==> src/rtl/frac_sync_pkg.sv <==
// Shared types for the fractional-ratio coincidence controller.
package frac_sync_pkg;

    // Phases of the sequential ratio reduction engine.
    typedef enum logic [1:0] {
        RS_LOAD   = 2'd0,
        RS_EUCLID = 2'd1,
        RS_QUOT   = 2'd2,
        RS_DONE   = 2'd3
    } red_state_e;

endpackage

==> src/rtl/ratio_reducer.sv <==
// Reduces (ref_word+2)/(fb_word+2) to lowest terms over several cycles.
// It takes g = gcd by subtractive Euclid, then each quotient by repeated
// subtraction of g. Assumes the words stay stable until ready rises; any
// change must come with restart, which reloads the engine.
module ratio_reducer
    import frac_sync_pkg::*;
#(
    parameter int WORD_W = 7
) (
    input  logic              clk,
    input  logic              rst_n,
    input  logic              restart,
    input  logic [WORD_W-1:0] ref_word,
    input  logic [WORD_W-1:0] fb_word,
    output logic              ready,
    output logic [WORD_W:0]   ref_wrap,
    output logic [WORD_W:0]   fb_wrap
);
    localparam int RW = WORD_W + 1;
    localparam int PW = 2 * RW;

    red_state_e    st;
    logic [RW-1:0] a_q, b_q, g_q, ra_q, rb_q, qa_q, qb_q, aw_q, bw_q;
    logic [RW-1:0] ref_n, fb_n;

    assign ref_n = {1'b0, ref_word} + RW'(2);
    assign fb_n  = {1'b0, fb_word} + RW'(2);

    // Sequencer: load, find gcd, divide both ratios by it, hold result.
    always_ff @(posedge clk) begin
        if (!rst_n || restart) begin
            st   <= RS_LOAD;
            a_q  <= '0;
            b_q  <= '0;
            g_q  <= '0;
            ra_q <= '0;
            rb_q <= '0;
            qa_q <= '0;
            qb_q <= '0;
            aw_q <= '0;
            bw_q <= '0;
        end else begin
            case (st)
                RS_LOAD: begin
                    a_q  <= ref_n;
                    b_q  <= fb_n;
                    ra_q <= ref_n;
                    rb_q <= fb_n;
                    aw_q <= ref_n;
                    bw_q <= fb_n;
                    qa_q <= '0;
                    qb_q <= '0;
                    st   <= RS_EUCLID;
                end
                RS_EUCLID: begin
                    if (a_q == b_q) begin
                        g_q <= a_q;
                        st  <= RS_QUOT;
                    end else if (a_q > b_q) begin
                        a_q <= a_q - b_q;
                    end else begin
                        b_q <= b_q - a_q;
                    end
                end
                RS_QUOT: begin
                    if (ra_q >= g_q) begin
                        ra_q <= ra_q - g_q;
                        qa_q <= qa_q + RW'(1);
                    end
                    if (rb_q >= g_q) begin
                        rb_q <= rb_q - g_q;
                        qb_q <= qb_q + RW'(1);
                    end
                    if (ra_q < g_q && rb_q < g_q) begin
                        st <= RS_DONE;
                    end
                end
                default: begin
                end
            endcase
        end
    end

    assign ready    = (st == RS_DONE);
    assign ref_wrap = qa_q;
    assign fb_wrap  = qb_q;

    // reduced wrap counts times the gcd give back the loaded ratios.
    a_r9_wrap_exact: assert property (@(posedge clk) disable iff (!rst_n)
        ready |-> ((PW'(qa_q) * PW'(g_q) == PW'(aw_q)) &&
                   (PW'(qb_q) * PW'(g_q) == PW'(bw_q))));

    // a restart always withdraws the reduced result.
    a_r4_restart_drops_ready: assert property (@(posedge clk) disable iff (!rst_n)
        restart |=> !ready);

endmodule

==> src/rtl/tick_divider.sv <==
// Divides a stream of edge strobes by word+2. It emits a one-cycle edge
// strobe on the cycle after the first strobe of each group. Assumes a tick
// is a single-cycle pulse; restart returns the count to the group start.
module tick_divider #(
    parameter int WORD_W = 7
) (
    input  logic              clk,
    input  logic              rst_n,
    input  logic              restart,
    input  logic              tick,
    input  logic [WORD_W-1:0] word,
    output logic              edge_o
);
    localparam int RW = WORD_W + 1;

    logic [RW-1:0] n_div;
    logic [RW-1:0] cnt_q;

    assign n_div = {1'b0, word} + RW'(2);

    // Count strobes modulo the ratio; flag the group-start strobe.
    always_ff @(posedge clk) begin
        if (!rst_n || restart) begin
            cnt_q  <= '0;
            edge_o <= 1'b0;
        end else if (tick) begin
            edge_o <= (cnt_q == '0);
            cnt_q  <= (cnt_q >= n_div - RW'(1)) ? '0 : cnt_q + RW'(1);
        end else begin
            edge_o <= 1'b0;
        end
    end

    // a ratio of at least two never gives back-to-back edges.
    a_r1_r2_no_back_to_back: assert property (@(posedge clk) disable iff (!rst_n)
        edge_o |=> !edge_o);

    // every divided edge is caused by a strobe one cycle earlier.
    a_r1_r2_edge_after_tick: assert property (@(posedge clk) disable iff (!rst_n)
        edge_o |-> $past(tick));

endmodule

==> src/rtl/coincidence_tracker.sv <==
// Tracks the phase of both clocks with wrap counters at the reduced ratio
// and raises sync for one CLK1 period at each common rising edge. Assumes
// the edge strobes really keep the programmed ratio; it arms on the first
// common edge seen after the reducer reports ready.
module coincidence_tracker #(
    parameter int RW = 8
) (
    input  logic          clk,
    input  logic          rst_n,
    input  logic          restart,
    input  logic          ready,
    input  logic          ref_tick,
    input  logic          out_tick,
    input  logic [RW-1:0] ref_wrap,
    input  logic [RW-1:0] fb_wrap,
    output logic          sync_o
);
    logic          armed_q;
    logic [RW-1:0] ca_q, cb_q;
    logic          both;
    logic [RW-1:0] ca_base, cb_base;

    // Advance a phase counter by one edge, wrapping at lim.
    function automatic logic [RW-1:0] step(input logic [RW-1:0] v,
                                           input logic [RW-1:0] lim);
        return (v >= lim - RW'(1)) ? '0 : v + RW'(1);
    endfunction

    assign both    = ref_tick && out_tick;
    assign ca_base = armed_q ? ca_q : '0;
    assign cb_base = armed_q ? cb_q : '0;

    // Phase counters, arming and the sync pulse register.
    always_ff @(posedge clk) begin
        if (!rst_n || restart || !ready) begin
            armed_q <= 1'b0;
            ca_q    <= '0;
            cb_q    <= '0;
            sync_o  <= 1'b0;
        end else begin
            if (ref_tick && (armed_q || out_tick)) begin
                ca_q <= step(ca_base, ref_wrap);
            end
            if (out_tick && (armed_q || ref_tick)) begin
                cb_q <= step(cb_base, fb_wrap);
            end
            if (both) begin
                armed_q <= 1'b1;
            end
            if (both && (!armed_q || (ca_q == '0 && cb_q == '0))) begin
                sync_o <= 1'b1;
            end else if (out_tick) begin
                sync_o <= 1'b0;
            end
        end
    end

    // sync only rises after a cycle holding a common edge.
    a_r3_rise_on_common_edge: assert property (@(posedge clk) disable iff (!rst_n)
        $rose(sync_o) |-> $past(both));

    // sync only falls on a CLK1 edge or a restart.
    a_r3_fall_on_clk1_edge: assert property (@(posedge clk) disable iff (!rst_n)
        $fell(sync_o) |-> $past(out_tick || restart || !ready));

    // phase counters stay inside the reduced wrap counts.
    a_r9_phase_in_range: assert property (@(posedge clk) disable iff (!rst_n)
        armed_q |-> ((ca_q < ref_wrap) && (cb_q < fb_wrap)));

    // no sync while the ratio is not reduced.
    a_r4_quiet_before_ready: assert property (@(posedge clk) disable iff (!rst_n)
        !ready |=> !sync_o);

endmodule

==> src/rtl/rate_monitor.sv <==
// Measures the spacing of divided reference edges in system cycles and
// flags a comparison rate outside LO_KHZ..HI_KHZ. Assumes clk runs at
// SYS_KHZ; the spacing counter saturates just above the upper limit.
module rate_monitor #(
    parameter int SYS_KHZ = 200000,
    parameter int LO_KHZ  = 300,
    parameter int HI_KHZ  = 20000
) (
    input  logic clk,
    input  logic rst_n,
    input  logic restart,
    input  logic div_edge,
    output logic err_o
);
    localparam int MINP = SYS_KHZ / HI_KHZ;
    localparam int MAXP = SYS_KHZ / LO_KHZ;
    localparam int CW   = $clog2(MAXP + 2);

    logic [CW-1:0] cnt_q;
    logic          seen_q;

    // Spacing measurement, range check and timeout.
    always_ff @(posedge clk) begin
        if (!rst_n || restart) begin
            cnt_q  <= '0;
            seen_q <= 1'b0;
            err_o  <= 1'b0;
        end else if (div_edge) begin
            if (seen_q) begin
                err_o <= (cnt_q < CW'(MINP)) || (cnt_q > CW'(MAXP));
            end
            seen_q <= 1'b1;
            cnt_q  <= CW'(1);
        end else begin
            if (cnt_q <= CW'(MAXP)) begin
                cnt_q <= cnt_q + CW'(1);
            end
            if (seen_q && cnt_q > CW'(MAXP)) begin
                err_o <= 1'b1;
            end
        end
    end

    // the flag rises only on a measured edge or an overlong gap.
    a_r8_err_has_cause: assert property (@(posedge clk) disable iff (!rst_n)
        $rose(err_o) |-> ($past(div_edge) || ($past(cnt_q) > CW'(MAXP))));

    // a restart clears the flag.
    a_r8_restart_clears: assert property (@(posedge clk) disable iff (!rst_n)
        restart |=> !err_o);

endmodule

==> src/rtl/out_control.sv <==
// Drives the second clock output (sync or CLK1/2) and both driver enables.
// Assumes out_tick marks CLK1 rising edges; the half-rate flop is held at
// zero through power down so that its first rise lines up with CLK1.
module out_control (
    input  logic clk,
    input  logic rst_n,
    input  logic pwrdn_n,
    input  logic clk2_en,
    input  logic div2_sel,
    input  logic out_tick,
    input  logic sync_i,
    output logic clk2_out,
    output logic oe1_o,
    output logic oe2_o
);
    logic half_q;

    // Half-rate toggle on each CLK1 edge, cleared in power down.
    always_ff @(posedge clk) begin
        if (!rst_n || !pwrdn_n) begin
            half_q <= 1'b0;
        end else if (out_tick) begin
            half_q <= ~half_q;
        end
    end

    // Registered driver enables.
    always_ff @(posedge clk) begin
        if (!rst_n) begin
            oe1_o <= 1'b0;
            oe2_o <= 1'b0;
        end else begin
            oe1_o <= pwrdn_n;
            oe2_o <= pwrdn_n && clk2_en;
        end
    end

    assign clk2_out = div2_sel ? half_q : sync_i;

    // power down tri-states both outputs and clears the half-rate flop.
    a_r7_pd_blanks: assert property (@(posedge clk) disable iff (!rst_n)
        !pwrdn_n |=> (!oe1_o && !oe2_o && !half_q));

    // the half-rate flop moves only on a CLK1 edge or power down.
    a_r5_half_on_clk1: assert property (@(posedge clk) disable iff (!rst_n)
        !$stable(half_q) |-> ($past(out_tick) || $past(!pwrdn_n)));

    // disabling the second output tri-states it on the next cycle.
    a_r6_oe2_gated: assert property (@(posedge clk) disable iff (!rst_n)
        !clk2_en |=> !oe2_o);

endmodule

==> src/rtl/frac_sync_ctrl.sv <==
// Top of the fractional-ratio coincidence controller: two edge dividers,
// ratio reduction, common-edge sync, rate check and output control.
// Assumes both clocks arrive as single-cycle strobes on the system clock.
module frac_sync_ctrl #(
    parameter int WORD_W  = 7,
    parameter int SYS_KHZ = 200000,
    parameter int LO_KHZ  = 300,
    parameter int HI_KHZ  = 20000
) (
    input  logic              clk,
    input  logic              rst_n,
    input  logic              ref_tick,
    input  logic              out_tick,
    input  logic [WORD_W-1:0] ref_word,
    input  logic [WORD_W-1:0] fb_word,
    input  logic              div2_sel,
    input  logic              clk2_en,
    input  logic              pwrdn_n,
    output logic              ref_div_edge,
    output logic              fb_div_edge,
    output logic              clk2_out,
    output logic              clk1_drive_en,
    output logic              clk2_drive_en,
    output logic              cfg_err
);
    localparam int RW   = WORD_W + 1;
    localparam int NDIV = 2;

    logic [WORD_W-1:0] ref_q, fb_q;
    logic              restart;
    logic              ready;
    logic [RW-1:0]     ref_wrap, fb_wrap;
    logic              sync;
    logic [NDIV-1:0]   tick_v;
    logic [NDIV-1:0]   edge_v;
    logic [WORD_W-1:0] word_v [NDIV];

    // Word history for change detection.
    always_ff @(posedge clk) begin
        if (!rst_n) begin
            ref_q <= '0;
            fb_q  <= '0;
        end else begin
            ref_q <= ref_word;
            fb_q  <= fb_word;
        end
    end

    assign restart   = !pwrdn_n || (ref_word != ref_q) || (fb_word != fb_q);
    assign tick_v    = {out_tick, ref_tick};
    assign word_v[0] = ref_word;
    assign word_v[1] = fb_word;

    generate
        for (genvar i = 0; i < NDIV; i++) begin : g_div
            tick_divider #(.WORD_W(WORD_W)) u_div (
                .clk    (clk),
                .rst_n  (rst_n),
                .restart(restart),
                .tick   (tick_v[i]),
                .word   (word_v[i]),
                .edge_o (edge_v[i])
            );
        end
    endgenerate

    assign ref_div_edge = edge_v[0];
    assign fb_div_edge  = edge_v[1];

    ratio_reducer #(.WORD_W(WORD_W)) u_red (
        .clk     (clk),
        .rst_n   (rst_n),
        .restart (restart),
        .ref_word(ref_word),
        .fb_word (fb_word),
        .ready   (ready),
        .ref_wrap(ref_wrap),
        .fb_wrap (fb_wrap)
    );

    coincidence_tracker #(.RW(RW)) u_trk (
        .clk     (clk),
        .rst_n   (rst_n),
        .restart (restart),
        .ready   (ready),
        .ref_tick(ref_tick),
        .out_tick(out_tick),
        .ref_wrap(ref_wrap),
        .fb_wrap (fb_wrap),
        .sync_o  (sync)
    );

    rate_monitor #(.SYS_KHZ(SYS_KHZ), .LO_KHZ(LO_KHZ), .HI_KHZ(HI_KHZ)) u_rate (
        .clk     (clk),
        .rst_n   (rst_n),
        .restart (restart),
        .div_edge(edge_v[0]),
        .err_o   (cfg_err)
    );

    out_control u_out (
        .clk     (clk),
        .rst_n   (rst_n),
        .pwrdn_n (pwrdn_n),
        .clk2_en (clk2_en),
        .div2_sel(div2_sel),
        .out_tick(out_tick),
        .sync_i  (sync),
        .clk2_out(clk2_out),
        .oe1_o   (clk1_drive_en),
        .oe2_o   (clk2_drive_en)
    );

endmodule

==> config.mk <==
export PLATFORM = sky130hd
export DESIGN_NAME = frac_sync_ctrl
export DESIGN_NICKNAME = d
export VERILOG_FILES = /design/src/rtl/frac_sync_pkg.sv /design/src/rtl/ratio_reducer.sv /design/src/rtl/tick_divider.sv /design/src/rtl/coincidence_tracker.sv /design/src/rtl/rate_monitor.sv /design/src/rtl/out_control.sv /design/src/rtl/frac_sync_ctrl.sv
export SDC_FILE = /design/constraint.sdc
export NUM_CORES = 1
export LEC_CHECK = 0
export BUFFER_PORTS_ARGS = -buffer_cell sky130_fd_sc_hd__clkbuf_2
export CORE_UTILIZATION = 41
export DETAILED_ROUTE_END_ITERATION = 6
export PLACE_DENSITY = 0.59
export SETUP_SLACK_MARGIN = 0.3
export SYNTH_ARGS = -nofsm -noshare
export SYNTH_HDL_FRONTEND = slang
export SYNTH_SLANG_ARGS = --single-unit
==> constraint.sdc <==
create_clock -name clk -period 5.8 [get_ports clk]
set_input_delay 0 -clock clk [delete_from_list [all_inputs] [get_ports clk]]
set_output_delay 0 -clock clk [all_outputs]
set_load 0.02 [all_outputs]
* After elaboration in Yosys (flattened, before gate mapping)
Index checks and enable logic that the tools add are counted.
** Storage, ports and cells
- Input port bits :: 21
- Logic and storage cells :: 144
- Register bits :: 123
- Output and inout bits :: 6
** Cells by class
- Mux-type cells :: 31
- Add/subtract/negate cells :: 17
- Bitwise gates (word level) :: 3
- Reductions and logical operators :: 42
- Equality and inequality tests :: 14
- $lt $le $gt $ge :: 12
** Operators by type and width (number)
- 8-bit 2-to-1 mux :: 14
- 8-bit case mux with 2 select lines :: 6
- 8-bit by 1-bit adder with 8-bit output (second input constant) :: 6
- 8-bit greater-or-equal comparator :: 6
- 8-bit zero test :: 4
- 8-bit by 1-bit subtractor with 8-bit output (second input constant) :: 4
- 8-bit subtractor :: 4
- 7-bit by 2-bit adder with 8-bit output (second input constant) :: 2
- 8-bit < comparator :: 2
- 7-bit != test :: 2
- 2-bit by 1-bit != test with 1-bit output (second input constant) :: 6
- 10-bit by 1-bit adder with 10-bit output (second input constant) :: 1
- 10-bit > comparator (second input constant) :: 1
- 10-bit less-or-equal comparator (second input constant) :: 1
- 10-bit by 4-bit < comparator with 1-bit output (second input constant) :: 1
- 2-bit nonzero test :: 5
- 1-bit logical OR :: 9
- 3-bit AND reduction :: 3
- 8-bit equality test :: 1
- 8-bit > comparator :: 1
- 1-bit logical AND :: 8
- 1-bit 2-to-1 mux :: 8
- 2-bit AND reduction :: 4
- 2-bit case mux with 3 select lines :: 1
- other kinds (9) :: 19

* Depth between registers and ports, before layout
Gate-level depths: netlist of the first run.
- Word-level depth :: 5
- Depth in mapped cells :: 12
- Depth with buffers taken out :: 12

* Hierarchy
A second synthesis of the first run with hierarchy kept.
** Second synthesis, totals
- Cell total of the unflattened synthesis :: 1017
- Area, all modules :: 8465.6 µm²
** By module, submodules not included
- ratio_reducer :: seq. area each 1161.1 µm², times used 1, cells an instance 531, area an instance 4249.1 µm²
- coincidence_tracker :: seq. area each 360.3 µm², times used 1, cells an instance 201, area an instance 1604.0 µm²
- tick_divider :: seq. area each 180.2 µm², times used 2, cells an instance 76, area an instance 666.9 µm²
- rate_monitor :: seq. area each 240.2 µm², times used 1, cells an instance 77, area an instance 654.4 µm²
- frac_sync_ctrl :: seq. area each 280.3 µm², times used 1, cells an instance 48, area an instance 525.5 µm²
- out_control :: seq. area each 60.1 µm², times used 1, cells an instance 8, area an instance 98.8 µm²

* Least setup slack after synthesis of the first run
Ideal clock, no wire load.
- Path type :: reg-to-reg
- Start :: reg u_trk.armed_q
- End :: reg u_trk.cb_q[5]
- Stages on the path, launching flop included :: 11
- Path slack :: 3.173 ns
- Required time :: 5.724 ns
- Clock period less this slack :: 2.627 ns
- Data arrival time :: 2.551 ns
- Setup time :: 0.076 ns
- Buffers on the path :: 2
- Path through :: dfxtp_1 > buf_2 > clkbuf_1 > nand2_1 > ha_1 > nand2b_1 > a2111oi_2 > o21bai_1 > a2111oi_4 > a32oi_1 > a21oi_1
** On the way
- Word-level cells in the longest chain between the ends :: 3
- Elaborated cells between the ends (all ways) :: 6
- Classes of those cells :: add/sub: 1; order compare: 1; mux: 2; reduce/logical: 2
** RTL lines
- start, declared :: RTL line coincidence_tracker.sv:18 : logic armed_q;
- start signal, assigned :: RTL line coincidence_tracker.sv:36 : armed_q <= 1'b0;
- start signal, assigned :: RTL line coincidence_tracker.sv:48 : armed_q <= 1'b1;
- 8-bit 2-to-1 mux :: RTL line coincidence_tracker.sv:31 : assign cb_base = armed_q ? cb_q : '0;
- 8-bit by 1-bit adder with 8-bit output or 8-bit greater-or-equal comparator (tied branches) :: RTL line coincidence_tracker.sv:26 : return (v >= lim - RW'(1)) ? '0 : v + RW'(1);
- 8-bit 2-to-1 mux :: RTL line coincidence_tracker.sv:26
- end signal, assigned :: RTL line coincidence_tracker.sv:45 : cb_q <= step(cb_base, fb_wrap);
- end, declared :: RTL line coincidence_tracker.sv:19 : logic [RW-1:0] ca_q, cb_q;
Several ways; a longest one is shown, not always the timed one.
A chain may end at the register's enable or synchronous reset.

* Worst setup path after layout of the first run
Ends and elaborated chain as after synthesis.

==> impl_metrics.tcl, run 1 <==
set metrics [dict create \
    diodes 0 \
    cts_setup_buffers 0 \
    drive_gt1_share_pct 6.29 \
    clock_path_buffers 2 \
    grt_usage_pct 20.3 \
    h-tree-depth 4 \
    fin_nets 1150 \
    worstSetupEndpointType "register" \
    fp.dieH_um 144 \
    ys_async_sr_fraction_pct 0 \
    grt-ovfl-total 0 \
    seq_area_frac_synth_pct 29.7 \
    hold_slack_ns 0.0200 \
    synth_most_common_cell "nor2_1" \
    final-setup-viol-count 0 \
    crit_fanout 28 \
    yosysWarnings 0 \
    cts-root-buf "clkbuf_16" \
    multiInputGateArea_um2 5490 \
    crit_type "reg2reg" \
    numCtsBuffers 17 \
    final-seq-area_um2 2460 \
    cap_violations 0 \
    io_pins 27 \
    ir_drop_mv 0.153 \
    worstPathRequired_ns 6.13 \
    start_util_pct 42.2 \
    synth_seq_cells 123 \
    grt_max_degree 35 \
    wirelength_um 19800 \
    drc_errors 0 \
    synth.area.top_cells "dfxtp_1, ha_1, nor2_1, xor2_1, xnor2_1" \
    top_register "g_div.u_div.cnt_q" \
    numClockSinks 123 \
    synth_nets 1124 \
    crit_path_start_kind "register" \
    synth_edf_count 0 \
    crit_buf_inv 0 \
    syn_inst 1013 \
    avgSynthCellArea_um2 8.18 \
    yosysTopAreaCell "dfxtp_1" \
    core-area_um2 19700 \
    grt_first_pass_wirelength_um 32700 \
    finalSetupTns_ns 0 \
    avgRoutedWirePerCell_um 15.1 \
    hold_path_class "in2reg" \
    area.growth.synth_to_final_pct 12.7 \
    rows 51 \
    largestRegisters "g_div.u_div.cnt_q (16), u_rate.cnt_q (10)" \
    fillers 2011 \
    io_buffers 26 \
    fp.dieArea_um2 20800 \
    rrSetupSlack_ns 2.64 \
    fmax_ghz 0.316 \
    die_x_um 144 \
    grt_pass1_vias 6573 \
    slew_violations 0 \
    ys.flop_type "dfxtp_1" \
    ant_nets 0 \
    critical-path-top-delay-family "compound AO/OA/AOI/OAI gates" \
    power_density_nw_per_um2 214 \
    cts_tree "built" \
    min_period_ns 3.16 \
    outcome "finished, final reports clean" \
    clock_latency_ns 0.43 \
    synth_common_cells "nor2_1, dfxtp_1, ha_1" \
    vias 7019 \
    netlist_area_um2 8290 \
    tightest_slew_ns 1.18 \
    ys_types 59 \
    netlist.area_leader.share_pct 29.7 \
    max_stage_delay_ns 0.86 \
    finalClockSkew_ns 0.0154 \
    place_congestion 0.860 \
    drt_iter0_drc 477 \
    min_period_over_period_pct 54.5 \
    vias_per_cell 5.34 \
    slew_headroom_pct 21.1 \
    worstPathArrival_ns 3.49 \
    clkSlewWorstSetupHoldPaths_ns 0.05 \
    antenna_found_initial 0 \
    cpMaxStageDelayCell "dfxtp_1" \
    hold_violations 0 \
    p_leak_uw 0.00376 \
    drt_first_pass_iters 5 \
    hpwl_um 14400 \
    cp_cell_sequence "nand2_1 > ha_1 > nand2b_1 > a2111oi_2 > o21bai_1 > a2111oi_4 > a32oi_1 > a21oi_1" \
    largest_reg_flops 16 \
    rsz0062_at_grt "no" \
]
## repair_timing
action	CTS	global route
hold endpoints to repair	17	0
hold buffers	17	0
gates resized for setup	0	0
## worst register-to-register path: cells and delay by family (launching register included)
kind                       cells  cell delay [ns]
DFF                            1             0.86
adders and majority gates      1             0.31
and+or+nand+nor                2             0.36
AOI/OAI and AO/OA              5             1.55
## where the power goes
group | internal, µW | switching [µW]
sequential | 852 | 2.36
combinational | 49.0 | 64.8
clock | 644 | 389
total | 1540 | 457
## path summary, 6_finish.rpt
path / endpoint / startpoint / depth (start not counted)
worst min register to register: u_red.ra_q[0] / u_red.ra_q[0] / 2
worst min-delay path: ref_q[1] / ref_word[1] / 2
worst max-delay path: u_trk.cb_q[5] / u_trk.armed_q / 8
worst max register to register: u_trk.cb_q[5] / u_trk.armed_q / 8
## placed cells by master (no fill, tap or decap), types with 24 or more instances in the layout
cell | Yosys | layout
mux2i_1 | 24 | 24
inv_1 | 51 | 51
dfxtp_1 | 123 | 123
xnor2_1 | 41 | 41
nand3_1 | 33 | 32
a211oi_1 | 29 | 29
nand2_1 | 81 | 81
nand4_1 | 29 | 29
and2_1 | 29 | 29
clkbuf_2 | 0 | 26
o21ai_0 | 28 | 28
a21oi_1 | 49 | 49
nor2_1 | 132 | 132
ha_1 | 86 | 86
xor2_1 | 50 | 50
## final cells by class
cell class	instances	area share, %
clock buffer	21	4.93
timing repair buffer	45	3.37
sequential	123	26.3
tap	265	3.55
clock inverter	8	1.03
inverter	51	2.05
multi-input combinational	801	58.7
## per-stage QoR
| step | util, % | instance area (µm²) | std cells | setup WS [ns] | power (µW) |
|---|---|---|---|---|---|
| finish | 47.5 | 9350 | 1314 | 2.64 | 2000 |
| detailed placement | 43.9 | 8620 | 1268 | 2.67 | 977 |
| floorplan | - | 8290 | 1013 | 3.17 | 940 |
| global placement | 43.9 | 8620 | 1268 | 2.71 | 977 |
| CTS | 47.5 | 9350 | 1314 | 2.64 | 2020 |
| global route | 47.5 | 9350 | 1314 | 2.37 | 2070 |
## layer usage
layer | vias up | global-route usage [%] | share of wire [%]
met5 | - | 0 | 0
met4 | 0 | 6.93 | 1.6
met3 | 26 | 3.77 | 3.8
met2 | 113 | 33.0 | 46
met1 | 3260 | 26.7 | 49
li1 | 3620 | - | -
## logic make-up after synthesis
logic type,after synthesis,share of synthesized area [%]
and+or+nand+nor,396,23.4
AOI/OAI and AO/OA,199,16.2
DFF,123,29.7
xor gates and xnor gates,91,9.61
adders and majority gates,90,13.9
buffers and inverters,89,4.17
muxes,25,3.03
No activity file was read; power rests on OpenSTA's default activity.
==> inputs of run 2 (changes only) <==
--- a/config.mk
+++ b/config.mk
@@ -8,7 +8,7 @@
 export BUFFER_PORTS_ARGS = -buffer_cell sky130_fd_sc_hd__clkbuf_2
 export CORE_UTILIZATION = 41
 export DETAILED_ROUTE_END_ITERATION = 6
-export PLACE_DENSITY = 0.59
+export PLACE_DENSITY = 0.61
 export SETUP_SLACK_MARGIN = 0.3
 export SYNTH_ARGS = -nofsm -noshare
 export SYNTH_HDL_FRONTEND = slang
==> constraint.sdc (replaced) <==
create_clock -name clk -period 2.9 [get_ports clk]
set_input_delay 0 -clock clk [delete_from_list [all_inputs] [get_ports clk]]
set_output_delay 0 -clock clk [all_outputs]
set_load 0.02 [all_outputs]
==> run 2 against run 1 <==
  * Non-clock buffer count grew 39
  * Clock power grew 120%
  * Critical path depth grew 2
  * Sequential power grew 100%
  * Maximum frequency grew 23%
  * First-iteration DRC count shrank 29%
  * Final cell count grew 3.2%
  * Clock-buffer cell count shrank 2
  * Routed wire length grew 2.1%
  * Via count grew 1.7%
  * Sequential share of layout area shrank 1.3 points
  * Largest cell class unchanged
  * Core utilization grew 2.7 points
==> impl_metrics.tcl, run 2 (synthesis results as in run 1) <==
set metrics [dict create \
    h-tree-depth 4 \
    cpMaxStageDelayCell "fa_2" \
    crit_path_start_kind "register" \
    fp.dieArea_um2 20800 \
    avgRoutedWirePerCell_um 14.9 \
    clock_latency_ns 0.43 \
    pre_cts_ws_ns 0.242 \
    clkSlewWorstSetupHoldPaths_ns 0.06 \
    min_period_over_period_pct 88.4 \
    tightest_slew_ns 0.780 \
    max_stage_delay_ns 0.40 \
    layout_common_cells "nor2_1, dfxtp_1, ha_1" \
    wirelength_um 20200 \
    ir_drop_mv 0.368 \
    worstPathRequired_ns 3.18 \
    slew_headroom_pct 47.6 \
    worstPathArrival_ns 2.84 \
    drive_gt1_share_pct 11.7 \
    core-area_um2 19700 \
    cp_cell_sequence "inv_1 > ha_2 > fa_2 > nand2b_4 > a21o_1 > a211o_4 > and3_4 > buf_4 > a211oi_1 > nor3_1" \
    min_period_ns 2.56 \
    finalClockSkew_ns 0.0141 \
    place_congestion 0.860 \
    grt_first_pass_wirelength_um 33200 \
    dp_cells 1287 \
    fp.dieH_um 144 \
    antenna_found_initial 0 \
    area.growth.synth_to_final_pct 19.1 \
    grt-ovfl-total 0 \
    critical-path-top-delay-family "compound AO/OA/AOI/OAI gates" \
    clock_path_buffers 2 \
    fin_nets 1189 \
    slew_violations 0 \
    worstSetupEndpointType "register" \
    largest_reg_flops 16 \
    top_register "g_div.u_div.cnt_q" \
    met1_length_um 9610 \
    power_density_nw_per_um2 426 \
    drt_first_pass_iters 4 \
    vias 7135 \
    cts-root-buf "clkbuf_16" \
    crit_buf_inv 2 \
    p_leak_uw 0.00402 \
    grt_usage_pct 20.4 \
    finalSetupTns_ns 0 \
    power_uw 4210 \
    highest_layer "met4" \
    crit_type "reg2reg" \
    final-setup-viol-count 0 \
    io_buffers 26 \
    final_cells 1356 \
    fmax_ghz 0.390 \
    vias_per_cell 5.26 \
    hpwl_um 14300 \
    final_common_cell "nor2_1" \
    crit_fanout 11 \
    grt_max_degree 61 \
    ant_nets 0 \
    rows 51 \
    outcome "finished, final reports clean" \
    cap_violations 0 \
    met2_length_um 9640 \
    setup_slack_ns 0.337 \
    grt_pass1_vias 6749 \
    largestRegisters "g_div.u_div.cnt_q (16), u_rate.cnt_q (10)" \
    cts_tree "built" \
    numCtsBuffers 17 \
    die_x_um 144 \
    drc_errors 0 \
    start_util_pct 42.2 \
    rsz0062_at_grt "no" \
    numClockSinks 123 \
    wl_met3_um 617 \
    hold_path_class "in2reg" \
    io_pins 27 \
    hold_violations 0 \
    diodes 0 \
    drt_iter0_drc 341 \
]
==> run 2: tightest hold or removal path, cell delays in order <==
cell,delay (ns)
clkbuf_2,0.21
nand4_1,0.12
nor2_1,0.04
==> run 2: cell type report <==
type                       count  area [µm²]
multi-input combinational    801        5620
timing repair buffer          84         634
fill                        1939        9780
clock inverter                13         166
tap                          265         332
clock buffer                  19         453
inverter                      51         191
sequential                   123        2470
==> run 2: layer usage <==
| layer | vias up | global-route usage [%] |
|---|---|---|
| met2 | 75 | 34.2 |
| met4 | 0 | 7.26 |
| met5 | - | 0 |
| met3 | 23 | 4.04 |
| li1 | 3715 | - |
| met1 | 3322 | 25.9 |
==> run 2: stage by stage <==
stage	hold WS (ns)	util [%]	area (µm²)
after CTS	0.00196	49.2	9680
after global placement	0.237	44.6	8760
final	0.00208	50.2	9870
after global routing	0.0139	50.2	9870
after detailed placement	0.244	44.6	8760
after floorplan	0.122	-	8290
==> run 2: repair_timing <==
| item | in CTS | in global routing |
|---|---|---|
| setup buffers | 1 | 10 |
| hold buffers | 26 | 0 |
| pin swaps | 0 | 12 |
| setup endpoints to repair | 4 | 55 |
| gates resized for setup | 5 | 30 |
| hold endpoints to repair | 18 | 0 |
==> run 2: power breakdown <==
group	leakage (µW)	switching [µW]	internal, µW
sequential	0.000999	5.13	1700
combinational	0.00272	139	127
clock	0.000296	834	1400
==> run 2: final timing paths <==
| check | from | endpoint | slack, ns | depth (start not counted) |
|---|---|---|---|---|
| worst max-delay path | u_red.rb_q[0] | u_red.rb_q[3] | 0.34 | 10 |
| worst min-delay path | out_tick | g_div[1].u_div.edge_o | 0.002 | 3 |
| worst max register to register | u_red.rb_q[0] | u_red.rb_q[3] | 0.34 | 10 |
| worst min register to register | u_red.ra_q[0] | u_red.ra_q[0] | 0.46 | 2 |
==> inputs of run 3 (changes only) <==
--- a/config.mk
+++ b/config.mk
@@ -5,10 +5,10 @@
 export SDC_FILE = /design/constraint.sdc
 export NUM_CORES = 1
 export LEC_CHECK = 0
-export BUFFER_PORTS_ARGS = -buffer_cell sky130_fd_sc_hd__clkbuf_2
-export CORE_UTILIZATION = 41
+export BUFFER_PORTS_ARGS = -buffer_cell sky130_fd_sc_hd__buf_2
+export CORE_UTILIZATION = 25
 export DETAILED_ROUTE_END_ITERATION = 6
-export PLACE_DENSITY = 0.61
+export PLACE_DENSITY = 0.42
 export SETUP_SLACK_MARGIN = 0.3
 export SYNTH_ARGS = -nofsm -noshare
 export SYNTH_HDL_FRONTEND = slang
==> run 3 against run 2 <==
  * Sequential share of layout area decreased by 0.67 points
  * Clock skew increased by 0.00059 ns
  * Sequential cell count unchanged
  * Critical path depth decreased by 1
  * Maximum frequency increased by 2.0%
  * Sequential power about the same
==> impl_metrics.tcl, run 3 (synthesis results as in run 1) <==
set metrics [dict create \
    hold_slack_ns 0.0817 \
    r2r_end "u_red.fb_wrap[7]" \
    worstPathArrival_ns 2.87 \
    reg2reg_from "u_red.rb_q[0]" \
    largestRegisters "g_div.u_div.cnt_q (16), u_rate.cnt_q (10)" \
    crit_type "reg2reg" \
    final_common_cell "nor2_1" \
    worstSetupEndpointType "register" \
    diodes 0 \
    antenna_found_initial 0 \
    fin_nets 1195 \
    numClockSinks 123 \
    worstPathRequired_ns 3.26 \
    wirelength_um 22700 \
    power_density_nw_per_um2 432 \
    min_to "fb_q[1]" \
    drt_first_pass_iters 5 \
    holdPathStages 3 \
    fin_area_um2 10100 \
    cap_violations 0 \
    grt_usage_pct 14.3 \
    clock_path_buffers 2 \
    ant_nets 0 \
    min_from "fb_word[1]" \
    fp.dieArea_um2 33900 \
    layout_common_cells "nor2_1, dfxtp_1, ha_1" \
    vias 7128 \
    ir_drop_mv 0.412 \
    numCtsBuffers 17 \
    final_cells 1539 \
    drt_iter0_drc 273 \
    grt_first_pass_wirelength_um 37600 \
    io_buffers 26 \
    outcome "finished, final reports clean" \
    cts-root-buf "clkbuf_16" \
    cp_cell_sequence "inv_1 > ha_1 > fa_2 > nand2b_4 > a21o_1 > a211o_4 > and3_4 > or4_4 > a21oi_2" \
    rrSetupSlack_ns 0.39 \
    rsz0062_at_grt "yes" \
    hpwl_um 16800 \
    max_stage_delay_ns 0.51 \
    finalSetupTns_ns 0 \
    fmax_ghz 0.398 \
    tightest_slew_ns 0.659 \
    crit_path_start_kind "register" \
    cts_tree "built" \
    grt-ovfl-total 0 \
    area.growth.synth_to_final_pct 22.2 \
    h-tree-depth 4 \
    clock_latency_ns 0.43 \
    largest_reg_flops 16 \
    slew_violations 0 \
    drc_errors 0 \
    io_pins 27 \
    power_uw 4380 \
    fp.dieH_um 184 \
    hold_path_class "in2reg" \
    dp_cells 1476 \
    min_period_over_period_pct 86.6 \
    finalClockSkew_ns 0.0147 \
    cpMaxStageDelayCell "or4_4" \
    crit_buf_inv 1 \
    p_leak_uw 0.00404 \
    crit_fanout 2 \
    grt_pass1_vias 6998 \
    start_util_pct 25.4 \
    top_register "g_div.u_div.cnt_q" \
    final-setup-viol-count 0 \
    grt_max_degree 33 \
    place_congestion 0.781 \
    placed_area_um2 9070 \
    drive_gt1_share_pct 11.9 \
    die_x_um 184 \
    reg2reg_depth 9 \
    critical-path-top-delay-family "simple AND/OR/NAND/NOR gates" \
    core-area_um2 32600 \
    slew_headroom_pct 55.8 \
    hold_violations 0 \
    rows 66 \
    vias_per_cell 4.63 \
    min_period_ns 2.51 \
    avgRoutedWirePerCell_um 14.7 \
    clkSlewWorstSetupHoldPaths_ns 0.06 \
]
run 3: cell types whose count changed in the layout (fill, tap and decap cells not counted), sizes merged:
| cell | previous run | this run |
|---|---|---|
| clkinvlp | 3 | 2 |
| bufinv | 3 | 5 |
| buf | 32 | 63 |
| inv | 53 | 51 |
| clkbuf | 45 | 21 |
run 3: worst max path at each step:
stage | start | end | slack [ns] | depth (start not counted)
floorplan | u_trk.armed_q | u_trk.cb_q[5] | 0.33 | 10
global placement | u_red.rb_q[0] | u_red.fb_wrap[7] | 0.22 | 9
detailed placement | u_red.rb_q[0] | u_red.fb_wrap[7] | 0.23 | 9
CTS | u_red.rb_q[0] | u_red.fb_wrap[7] | 0.28 | 9
global route | u_red.rb_q[0] | u_red.rb_q[0] | 0.26 | 10
finish | u_red.rb_q[0] | u_red.fb_wrap[7] | 0.39 | 9
run 3: layout make-up:
type	count	area, µm²
repair buffers	90	683
multi-input cells	801	5580
fillers	3450	22500
clock inverters	12	194
flip-flops and latches	123	2470
clock buffers	20	457
inverters	51	191
well taps	442	553
run 3: tightest hold or removal path, delay by kind of cell:
kind          cells  cell delay (ns)
simple gates      1             0.12
buf+inv           2             0.34
run 3: power by group:
part	internal, µW	switching [µW]
sequential	1700	4.77
combinational	126	144
clock	1570	836
total	3390	985
run 3: layer usage:
metal	wire (µm)	part of all wire [%]	global-route usage, %	vias up
met3	459	2.0	3.00	12
met5	0	0	0	-
met1	11400	50	19.0	3339
li1	-	-	-	3714
met4	261	1.2	3.97	0
met2	10500	46	23.1	63
run 3: metrics by stage:
stage          setup slack (ns)  util, %
2_1_floorplan             0.327        -
3_3_place_gp              0.220     27.8
3_5_place_dp              0.226     27.8
4_1_cts                   0.276     30.7
5_1_grt                   0.259     31.1
6_report                  0.388     31.1
run 3: repair_timing:
| action | CTS | global route |
|---|---|---|
| hold endpoints to repair | 21 | 0 |
| buffers inserted | 1 | 3 |
| hold buffers | 26 | 0 |
| pin swaps | 0 | 7 |
| resized for setup | 2 | 27 |
| endpoints found under the setup margin | 3 | 35 |
| gates cloned | 0 | 1 |
